[config.mk]
export PLATFORM = sky130hd
export DESIGN_NAME = pd_gate_seq
export DESIGN_NICKNAME = d
export VERILOG_FILES = /design/src/rtl/pd_gate_pkg.sv /design/src/rtl/pd_csr.sv /design/src/rtl/pd_wait_timer.sv /design/src/rtl/pd_seq_fsm.sv /design/src/rtl/pd_gate_seq.sv
export SDC_FILE = /design/constraint.sdc
export NUM_CORES = 1
export LEC_CHECK = 0
export ABC_AREA = 1
export BUFFER_PORTS_ARGS = -buffer_cell sky130_fd_sc_hd__buf_4
export CAP_MARGIN = 20
export CELL_PAD_IN_SITES_DETAIL_PLACEMENT = 0
export CELL_PAD_IN_SITES_GLOBAL_PLACEMENT = 1
export CORE_ASPECT_RATIO = 1.5
export CORE_MARGIN = 3
export CORE_UTILIZATION = 35
export DETAILED_ROUTE_END_ITERATION = 8
export PLACE_DENSITY = 0.81
export SLEW_MARGIN = 40
export SYNTH_ARGS = -nofsm -noshare
export SYNTH_HDL_FRONTEND = slang
export SYNTH_HIERARCHICAL = 1
export SYNTH_SLANG_ARGS = --single-unit
export TNS_END_PERCENT = 50
[constraint.sdc]
create_clock -name clk -period 3.1 [get_ports clk]
set_clock_uncertainty 0.15 [all_clocks]
set_input_delay 0.62 -clock clk [delete_from_list [all_inputs] [get_ports clk]]
set_output_delay 0.62 -clock clk [all_outputs]
set_load 0.005 [all_outputs]
[src/rtl/pd_gate_pkg.sv]
// Shared constants and state type for the power domain gating sequencer.
// Assumes the register layout below is fixed by software that decodes it.
package pd_gate_pkg;
    localparam int EXP_W        = 4;   // width of one wait exponent field
    localparam int NUM_WAIT     = 3;   // number of programmable waits
    localparam int WAIT_BASE    = 12;  // lsb of the lowest wait field
    localparam int WI_CLKOFF    = 0;   // field index: clock-off wait (15:12)
    localparam int WI_FEW       = 1;   // field index: first-switch wait (19:16)
    localparam int WI_REST      = 2;   // field index: remaining-switch wait (23:20)
    localparam int BIT_COLLAPSE = 0;
    localparam int BIT_HWTRIG   = 1;
    localparam int BIT_OVR      = 2;
    localparam int BIT_PWRON    = 31;
    localparam logic [EXP_W-1:0] WAIT_RST = 4'd2;

    typedef enum logic [2:0] {
        PD_OFF,      // collapsed, clamped, in reset
        PD_FEW,      // first switch group on
        PD_REST,     // all switches on
        PD_UNCLAMP,  // clamp and reset lifted, clock still off
        PD_ON,       // clock on, power good
        PD_CLKOFF,   // clock stopped, still unclamped
        PD_CLAMP     // clamp and reset asserted, switches still on
    } pd_state_e;
endpackage

[src/rtl/pd_csr.sv]
// Control/status word for the sequencer.
// Holds the collapse request, two stored-only mode bits and the wait
// exponents; reports the power-good flag at its fixed position.
// Assumes csr_wr is a single-cycle strobe in the clk domain.
module pd_csr
    import pd_gate_pkg::*;
(
    input  logic                              clk,
    input  logic                              rst_n,
    input  logic                              csr_wr,
    input  logic [31:0]                       csr_wdata,
    input  logic                              pwr_on,
    output logic [31:0]                       csr_rdata,
    output logic                              collapse,
    output logic [NUM_WAIT-1:0][EXP_W-1:0]    wait_exp
);
    logic hw_trig_q;
    logic sw_ovr_q;

    // Collapse request and mode bits: captured on a write
    always_ff @(posedge clk) begin
        if (!rst_n) begin
            collapse  <= 1'b1;
            hw_trig_q <= 1'b0;
            sw_ovr_q  <= 1'b0;
        end else if (csr_wr) begin
            collapse  <= csr_wdata[BIT_COLLAPSE];
            hw_trig_q <= csr_wdata[BIT_HWTRIG];
            sw_ovr_q  <= csr_wdata[BIT_OVR];
        end
    end

    // One register per wait exponent field, laid out from WAIT_BASE upward
    for (genvar gi = 0; gi < NUM_WAIT; gi++) begin : g_wait
        localparam int LSB = WAIT_BASE + gi * EXP_W;
        always_ff @(posedge clk) begin
            if (!rst_n)
                wait_exp[gi] <= WAIT_RST;
            else if (csr_wr)
                wait_exp[gi] <= csr_wdata[LSB +: EXP_W];
        end
    end

    // Read view: stored fields plus live power-good, zeros elsewhere
    always_comb begin
        csr_rdata               = '0;
        csr_rdata[BIT_COLLAPSE] = collapse;
        csr_rdata[BIT_HWTRIG]   = hw_trig_q;
        csr_rdata[BIT_OVR]      = sw_ovr_q;
        for (int i = 0; i < NUM_WAIT; i++)
            csr_rdata[WAIT_BASE + i*EXP_W +: EXP_W] = wait_exp[i];
        csr_rdata[BIT_PWRON]    = pwr_on;
    end

    AST_WAIT_KEPT_NO_WR: assert property (@(posedge clk) disable iff (!rst_n)
        !csr_wr |=> $stable(wait_exp)) else $error("wait field changed without write");
endmodule

[src/rtl/pd_wait_timer.sv]
// Down-counter giving a wait of 2^n cycles.
// A load pulse with exponent n arms the counter at 2^n - 1; done is high
// while the count is zero, so a state that leaves on done lasts 2^n cycles.
// Assumes n < 2^EXP_W so that 2^n fits the counter.
module pd_wait_timer #(
    parameter int EXP_W = 4
) (
    input  logic             clk,
    input  logic             rst_n,
    input  logic             load,
    input  logic [EXP_W-1:0] load_exp,
    output logic             done
);
    localparam int CNT_W = 1 << EXP_W;

    logic [CNT_W-1:0] cnt;
    logic [CNT_W-1:0] span;

    // Span of the requested wait as a single set bit
    always_comb span = {{(CNT_W-1){1'b0}}, 1'b1} << load_exp;

    // Count down from span-1 to zero, then hold
    always_ff @(posedge clk) begin
        if (!rst_n)
            cnt <= '0;
        else if (load)
            cnt <= span - {{(CNT_W-1){1'b0}}, 1'b1};
        else if (cnt != '0)
            cnt <= cnt - {{(CNT_W-1){1'b0}}, 1'b1};
    end

    always_comb done = (cnt == '0);

    AST_DONE_HOLDS: assert property (@(posedge clk) disable iff (!rst_n)
        (done && !load) |=> done) else $error("timer left zero without load");
endmodule

[src/rtl/pd_seq_fsm.sv]
// Sequencing state machine for one power domain.
// Moves between the settled OFF and ON states only; a changed request is
// seen only in those states, so a running sequence always completes.
// Outputs are decoded from the state register, one step per state.
// Assumes the wait timer reports done for the wait loaded on entry.
module pd_seq_fsm
    import pd_gate_pkg::*;
#(
    parameter int LAG_EXP = 2
) (
    input  logic             clk,
    input  logic             rst_n,
    input  logic             collapse,
    input  logic [EXP_W-1:0] exp_few,
    input  logic [EXP_W-1:0] exp_rest,
    input  logic [EXP_W-1:0] exp_clkoff,
    input  logic             tmr_done,
    output logic             tmr_load,
    output logic [EXP_W-1:0] tmr_exp,
    output logic             sw_few_en,
    output logic             sw_rest_en,
    output logic             iso_clamp,
    output logic             dom_rst,
    output logic             dom_clk_en,
    output logic             pwr_good
);
    localparam logic [EXP_W-1:0] LAG = EXP_W'(LAG_EXP);

    pd_state_e state, state_nx;

    // State register
    always_ff @(posedge clk) begin
        if (!rst_n) state <= PD_OFF;
        else        state <= state_nx;
    end

    // Next state and timer arming on each step boundary
    always_comb begin
        state_nx = state;
        tmr_load = 1'b0;
        tmr_exp  = '0;
        unique case (state)
            PD_OFF: if (!collapse) begin
                state_nx = PD_FEW;
                tmr_load = 1'b1;
                tmr_exp  = exp_few;
            end
            PD_FEW: if (tmr_done) begin
                state_nx = PD_REST;
                tmr_load = 1'b1;
                tmr_exp  = exp_rest;
            end
            PD_REST: if (tmr_done) begin
                state_nx = PD_UNCLAMP;
                tmr_load = 1'b1;
                tmr_exp  = LAG;
            end
            PD_UNCLAMP: if (tmr_done) state_nx = PD_ON;
            PD_ON: if (collapse) begin
                state_nx = PD_CLKOFF;
                tmr_load = 1'b1;
                tmr_exp  = exp_clkoff;
            end
            PD_CLKOFF: if (tmr_done) state_nx = PD_CLAMP;
            PD_CLAMP:  state_nx = PD_OFF;
            default:   state_nx = PD_OFF;
        endcase
    end

    // Output decode: which domain controls each state drives
    always_comb begin
        sw_few_en  = (state != PD_OFF);
        sw_rest_en = (state != PD_OFF) && (state != PD_FEW);
        iso_clamp  = (state == PD_OFF) || (state == PD_FEW) ||
                     (state == PD_REST) || (state == PD_CLAMP);
        dom_rst    = iso_clamp;
        dom_clk_en = (state == PD_ON);
        pwr_good   = (state == PD_ON);
    end

    AST_UP_NEEDS_REQ: assert property (@(posedge clk) disable iff (!rst_n)
        $rose(sw_few_en) |-> !collapse) else $error("power-up without request");
    AST_SW_OFF_AFTER_CLAMP: assert property (@(posedge clk) disable iff (!rst_n)
        $fell(sw_few_en) |-> ($past(iso_clamp) && !dom_clk_en)) else $error("switches dropped unclamped");
endmodule

[src/rtl/pd_gate_seq.sv]
// Top of the power domain gating sequencer.
// Ties the control word, the sequencing state machine and the shared wait
// timer together. All logic runs on the reference clock with a synchronous
// active-low reset. LAG_EXP sets the clock re-enable lag as 2^LAG_EXP.
module pd_gate_seq
    import pd_gate_pkg::*;
#(
    parameter int LAG_EXP = 2
) (
    input  logic        clk,
    input  logic        rst_n,
    input  logic        csr_wr,
    input  logic [31:0] csr_wdata,
    output logic [31:0] csr_rdata,
    output logic        sw_few_en,
    output logic        sw_rest_en,
    output logic        iso_clamp,
    output logic        dom_rst,
    output logic        dom_clk_en,
    output logic        pwr_good
);
    logic                           collapse;
    logic [NUM_WAIT-1:0][EXP_W-1:0] wait_exp;
    logic                           tmr_load;
    logic [EXP_W-1:0]               tmr_exp;
    logic                           tmr_done;

    pd_csr u_csr (
        .clk       (clk),
        .rst_n     (rst_n),
        .csr_wr    (csr_wr),
        .csr_wdata (csr_wdata),
        .pwr_on    (pwr_good),
        .csr_rdata (csr_rdata),
        .collapse  (collapse),
        .wait_exp  (wait_exp)
    );

    pd_seq_fsm #(.LAG_EXP(LAG_EXP)) u_fsm (
        .clk        (clk),
        .rst_n      (rst_n),
        .collapse   (collapse),
        .exp_few    (wait_exp[WI_FEW]),
        .exp_rest   (wait_exp[WI_REST]),
        .exp_clkoff (wait_exp[WI_CLKOFF]),
        .tmr_done   (tmr_done),
        .tmr_load   (tmr_load),
        .tmr_exp    (tmr_exp),
        .sw_few_en  (sw_few_en),
        .sw_rest_en (sw_rest_en),
        .iso_clamp  (iso_clamp),
        .dom_rst    (dom_rst),
        .dom_clk_en (dom_clk_en),
        .pwr_good   (pwr_good)
    );

    pd_wait_timer #(.EXP_W(EXP_W)) u_tmr (
        .clk      (clk),
        .rst_n    (rst_n),
        .load     (tmr_load),
        .load_exp (tmr_exp),
        .done     (tmr_done)
    );

    AST_REST_NEEDS_FEW: assert property (@(posedge clk) disable iff (!rst_n)
        sw_rest_en |-> sw_few_en) else $error("remaining switches without first group");
    AST_UNCLAMP_NEEDS_SW: assert property (@(posedge clk) disable iff (!rst_n)
        !iso_clamp |-> (sw_few_en && sw_rest_en)) else $error("unclamped without switches");
    AST_CLK_NEEDS_UNCLAMP: assert property (@(posedge clk) disable iff (!rst_n)
        dom_clk_en |-> (!iso_clamp && !dom_rst)) else $error("clock while clamped");
    AST_GOOD_NEEDS_CLK: assert property (@(posedge clk) disable iff (!rst_n)
        pwr_good |-> dom_clk_en) else $error("power good without clock");
    AST_STATUS_BIT: assert property (@(posedge clk) disable iff (!rst_n)
        csr_rdata[BIT_PWRON] == pwr_good) else $error("status bit mismatch");
endmodule

==> results of run 1 <==
sequential cells by signal (all words and copies together) (netlist names):
register         cells
u_csr/sw_ovr_q       1
u_fsm/state          3
u_csr/collapse       1
u_csr/csr_rdata     12
u_csr/hw_trig_q      1
u_tmr/cnt           16
stage by stage:
step | power [W] | setup WS (ns)
CTS | 0.00295 | 0.0314
global route | 0.00341 | 0.00509
detailed placement | 0.00259 | 0.0631
floorplan | 0.00206 | 0.498
finish | 0.00308 | 0.202
global placement | 0.00257 | 0.0696
cell usage after synthesis, drive strengths merged, types with 2 or more instances:
cell,number
nand2,109
nor2,84
inv,44
nand3,44
buf,41
dfxtp,34
a21oi,9
o21ai,9
o21bai,4
nand4,2
o22ai,2
xor2,2
power breakdown:
group / internal (W) / total (W) / switching, W / leakage (nW)
registers: 0.000559 / 0.000640 / 0.0000805 / 0.281
clock network: 0.000179 / 0.000339 / 0.000160 / 0.0482
logic: 0.000812 / 0.00210 / 0.00129 / 1.14
total: 0.00155 / 0.00308 / 0.00153 / 1.47
final timing paths:
path / endpoint / cells after the start / slack (ns)
worst max register to register: u_tmr/cnt[4] / 18 / 0.20
worst min-delay path: u_csr/sw_ovr_q / 2 / 0.32
worst max-delay path: u_tmr/cnt[4] / 18 / 0.20
worst min register to register: u_csr/sw_ovr_q / 2 / 0.32
cells by family after synthesis:
| group | count (synthesis) | share of synthesized area (%) |
|---|---|---|
| other cells | 1 | 0.157 |
| buf+inv | 86 | 20.8 |
| simple gates | 242 | 43.6 |
| flops | 34 | 28.4 |
| xor+xnor | 2 | 0.732 |
| compound gates | 24 | 5.80 |
| fa+ha+maj | 1 | 0.523 |
timing repair:
item | in CTS | in global routing
setup endpoints to repair | 0 | 12
setup buffers | 0 | 1
resized for setup | 0 | 22
layer usage:
layer / share of wire, % / GRT usage, % / vias up
met5: 0 / 0 / -
li1: - / - / 1232
met2: 54 / 30.4 / 67
met3: 4.4 / 3.64 / 17
met1: 37 / 16.3 / 999
met4: 3.9 / 7.64 / 0
tightest hold or removal path, cell delays in order (launching register included):
cell     delay, ns
dfxtp_1       0.31
nor2_1        0.08
nor2_1        0.05
area by class of cell:
cell class | instances | area, um2
repair buffers | 55 | 417
flip-flops and latches | 34 | 681
inverters | 45 | 169
clock inverters | 1 | 5.00
well taps | 76 | 95.1
multi-input cells | 285 | 1350
fillers | 712 | 3780
clock buffers | 7 | 86.3
==> metrics.yaml, run 1 <==
outcome: "complete, no violations"
layout.nets: 462
cts_sinks: 34
portBuffers: 39
cts-root-buf: "clkbuf_8"
worstPathRequired_ns: 3.12
clkSlewWorstSetupHoldPaths_ns: 0.07
fp-row-count: 36
crit_family: "simple AND/OR/NAND/NOR gates"
setup_viol: 0
antenna_found_initial: 0
ys_top_cells_by_area: "dfxtp_1 28%, nand2_1 16%, nor2_1 11%, buf_4 11%, nand3_1 8.6%"
start_util_pct: 36.4
via_per_inst: 4.60
hp-class: "reg -> reg"
path_cells: "nor3_1 > nand2_1 > nor4_4 > inv_2 > a21oi_2 > nor2_1 > o21ai_2 > buf_4 > nand2_2 > o22ai_2 > inv_2 > ha_1 > inv_1 > nor2_4 > nand2_2 > buf_4 > xor2_1 > a21oi_1"
period_share_pct: 93.5
initialDrtViolationCount: 105
end_kind: "flip-flop"
fin_tns_setup_ns: 0
worstSkewPairLatency_ns: 0.29
final_common_cell: "nand2_1"
io_pins: 73
path_class: "reg -> reg"
yosys.area.top_type: "dfxtp_1"
crit_path_start: "u_tmr/cnt[10]"
dp_cells: 493
finalMaxSlewViolations: 0
synth_area_mm2: 0.00239
final_cell_mix: "102 x nand2_1, 67 x nor2_1, 54 x buf_4, 39 x nand3_1, 37 x inv_1"
ys.flop_type: "dfxtp_1"
die_h_um: 107
die-area_mm2: 0.00789
area_growth_syn_to_layout_pct: 17.0
fin_util_pct: 42.6
vdd_drop_max_uv: 456
synth_cells: 390
rsz0062_at_grt: "no"
insertedDiodeCount: 0
critPathMaxFanout: 5
place_congestion: 0.898
start_kind: "flip-flop"
ys_seq_area_share_pct: 28.4
layout-drive-gt1-share_pct: 24.6
dp_hpwl_um: 4760
fmaxAchievable_mhz: 345
drt_wl_total_um: 5920
drv_cap: 0
cts_tree: "yes"
ctsLongestPathBuffers: 2
vias: 2315
fp.dieW_um: 73.5
cts_hold_buf: 0
synth_edf_count: 0
whs_ns: 0.321
grt_max_degree: 28
finalHoldViolCount: 0
core_mm2: 0.00658
placedInstanceArea_mm2: 0.00262
htreeDepth: 2
r2r_start: "u_tmr/cnt[10]"
track_usage_pct: 16.3
drc: 0
grt_pass1_vias: 2271
first_pass_iters: 5
powerDensity_mw_per_mm2: 1100
final.min_clock_period_ns: 2.90
max_stage_delay_ns: 0.35
grt_pass1_wl_um: 9990
synth.avg_cell_area_um2: 6.14
crit_buf_inv: 5
fin_area_mm2: 0.00280
leakage_nw: 1.47
instances_no_fill: 503
synthDistinctLibCells: 27
ys_ff_latch: 34
antenna_left: 0
cp_slowest_cell: "nor4_4"
synth_top_cell_area_share_pct: 28.4
hp-start: "u_csr/sw_ovr_q"
critical_path_arrival_ns: 2.92
overflow: 0
drt-wirelength-per-cell_um: 11.8
async_reset_ff_share_pct: 0
ys.warnings.count: 6
numCtsBuffers: 5
Power figures use the tool's default switching activity.
==> run 2: changes to the inputs <==
CAP_MARGIN = not set   (was 20)
CELL_PAD_IN_SITES_DETAIL_PLACEMENT = 1   (was 0)
==> run 2 against run 1 <==
  * First-iteration DRC count down 35%
  * Critical endpoint is now u_tmr/cnt[11]
  * Final area down 0.76%
  * Hold slack better by 0.0012 ns
  * Combinational power up 2%
  * Sequential power about the same
  * Worst setup slack worse by 0.027 ns
  * Largest power group unchanged
  * Critical path type unchanged
==> metrics.yaml, run 2 (synthesis results as in run 1) <==
antenna_found_initial: 0
fin_area_mm2: 0.00278
r2r-end: "u_tmr/cnt[11]"
largest_reg_flops: 16
final.min_clock_period_ns: 2.92
critPathMaxFanout: 7
grt_max_degree: 28
layout-drive-gt1-share_pct: 24.1
period_share_pct: 94.3
final_cell_mix: "102 x nand2_1, 67 x nor2_1, 56 x buf_4, 40 x nand3_1, 37 x inv_1"
dp_cells: 493
finalHoldViolCount: 0
portBuffers: 39
path_class: "reg -> reg"
die_h_um: 107
critical_path_arrival_ns: 3.01
path_depth: 17
first_pass_iters: 4
critPathCapture: "u_tmr/cnt[11]"
grt_pass1_wl_um: 10900
powerDensity_mw_per_mm2: 1120
path_cells: "nor3_2 > nand2_1 > nor4_4 > inv_2 > a21oi_2 > nor2_1 > o21ai_0 > buf_4 > nand2_2 > buf_4 > o21bai_1 > nor2_1 > nand2_1 > nor2_1 > nand3_1 > nand3_1 > nor2_1"
cts_tree: "yes"
ctsLongestPathBuffers: 2
htreeDepth: 2
worstSkewPairLatency_ns: 0.30
end_kind: "flip-flop"
cp_slowest_cell: "o21bai_1"
max_stage_delay_ns: 0.38
overflow: 0
crit_family: "simple AND/OR/NAND/NOR gates"
crit_buf_inv: 3
start_util_pct: 36.4
via_per_inst: 4.81
track_usage_pct: 17.9
fmaxAchievable_mhz: 342
io_pins: 73
placedInstanceArea_mm2: 0.00262
start_kind: "flip-flop"
vdd_drop_max_uv: 473
clkSlewWorstSetupHoldPaths_ns: 0.07
regMostFlops: "u_tmr/cnt"
grt_use_met1_pct: 17.0
layout.nets: 463
crit_path_frequent_cell: "nor2_1"
antenna_left: 0
core_mm2: 0.00658
drt_wl_total_um: 6620
fp-row-count: 36
fp.dieW_um: 73.5
final_common_cell: "nand2_1"
grt-busiest-layer: "met2"
vias: 2421
drt-wirelength-per-cell_um: 13.2
area_growth_syn_to_layout_pct: 16.1
hp-class: "reg -> reg"
grtUsageMet2_pct: 33.4
setup_viol: 0
grt_use_met3_pct: 3.27
r2r_start: "u_tmr/cnt[10]"
worstRegToRegCells: 17
rsz0062_at_grt: "yes"
die-area_mm2: 0.00789
fill_cells: 911
rrSetupSlack_ns: 0.18
grt_pass1_vias: 2479
initialDrtViolationCount: 68
instances_no_fill: 503
crit_path_start: "u_tmr/cnt[10]"
finalMaxSlewViolations: 0
insertedDiodeCount: 0
drv_cap: 0
leakage_nw: 1.46
worstPathRequired_ns: 3.18
cts-root-buf: "clkbuf_8"
place_congestion: 0.898
outcome: "complete, no violations"
numCtsBuffers: 5
dp_hpwl_um: 5400
cts_sinks: 34
drc: 0
-- run 2: metrics by stage --
stage | util, % | hold slack (ns) | TNS [ns] | total power (W) | worst slack (ns)
global placement | 39.8 | 0.313 | 0 | 0.00257 | 0.0696
global route | 42.3 | 0.386 | -0.0894 | 0.00344 | -0.0244
finish | 42.3 | 0.323 | 0 | 0.00312 | 0.175
floorplan | - | 0.300 | 0 | 0.00206 | 0.498
CTS | 41.1 | 0.325 | 0 | 0.00302 | 0.0272
detailed placement | 39.8 | 0.316 | -0.0247 | 0.00265 | -0.0230
-- run 2: worst min-delay path, delay by kind of cell, from the launching register on --
kind,cells,cell delay (ns)
simple gates,2,0.13
flops,1,0.31
-- run 2: timing repair --
action | 4_1_cts | 5_1_grt
setup endpoints to repair | 4 | 10
hold buffers | 0 | 0
buffers inserted | 0 | 3
resized for setup | 2 | 15
pin swaps | 0 | 4
-- run 2: layout make-up --
type                    instances  area, um2  share of cell area, %
well taps                      76       95.1                   3.42
inverters                      45        169                   6.08
clock buffers                   5       68.8                   2.48
clock inverters                 2       10.0                  0.360
flip-flops and latches         34        681                   24.5
repair buffers                 56        420                   15.1
multi-input cells             285       1340                   48.0
-- run 2: layer usage --
layer  part of all wire, %  wire, um  vias up
li1                      -         -     1228
met1                    36      2380     1115
met2                    56      3670       58
met3                   3.2       215       20
met4                   5.3       350        0
met5                     0         0        -
-- run 2: worst min-delay path by stage --
| stage | to | from | cells past startpoint | slack [ns] |
|---|---|---|---|---|
| finish | u_csr/sw_ovr_q | u_csr/sw_ovr_q | 2 | 0.32 |
| detailed placement | u_csr/sw_ovr_q | u_csr/sw_ovr_q | 2 | 0.32 |
| CTS | u_csr/sw_ovr_q | u_csr/sw_ovr_q | 2 | 0.33 |
| floorplan | u_csr/hw_trig_q | u_csr/hw_trig_q | 2 | 0.30 |
| global route | u_csr/sw_ovr_q | u_csr/sw_ovr_q | 2 | 0.39 |
| global placement | u_csr/sw_ovr_q | u_csr/sw_ovr_q | 2 | 0.31 |
-- run 2: power by group --
| part | switching (W) | total (W) | internal (W) |
|---|---|---|---|
| sequential | 0.0000823 | 0.000642 | 0.000559 |
| clock | 0.000171 | 0.000322 | 0.000151 |
| combinational | 0.00133 | 0.00215 | 0.000823 |
| total | 0.00158 | 0.00312 | 0.00153 |
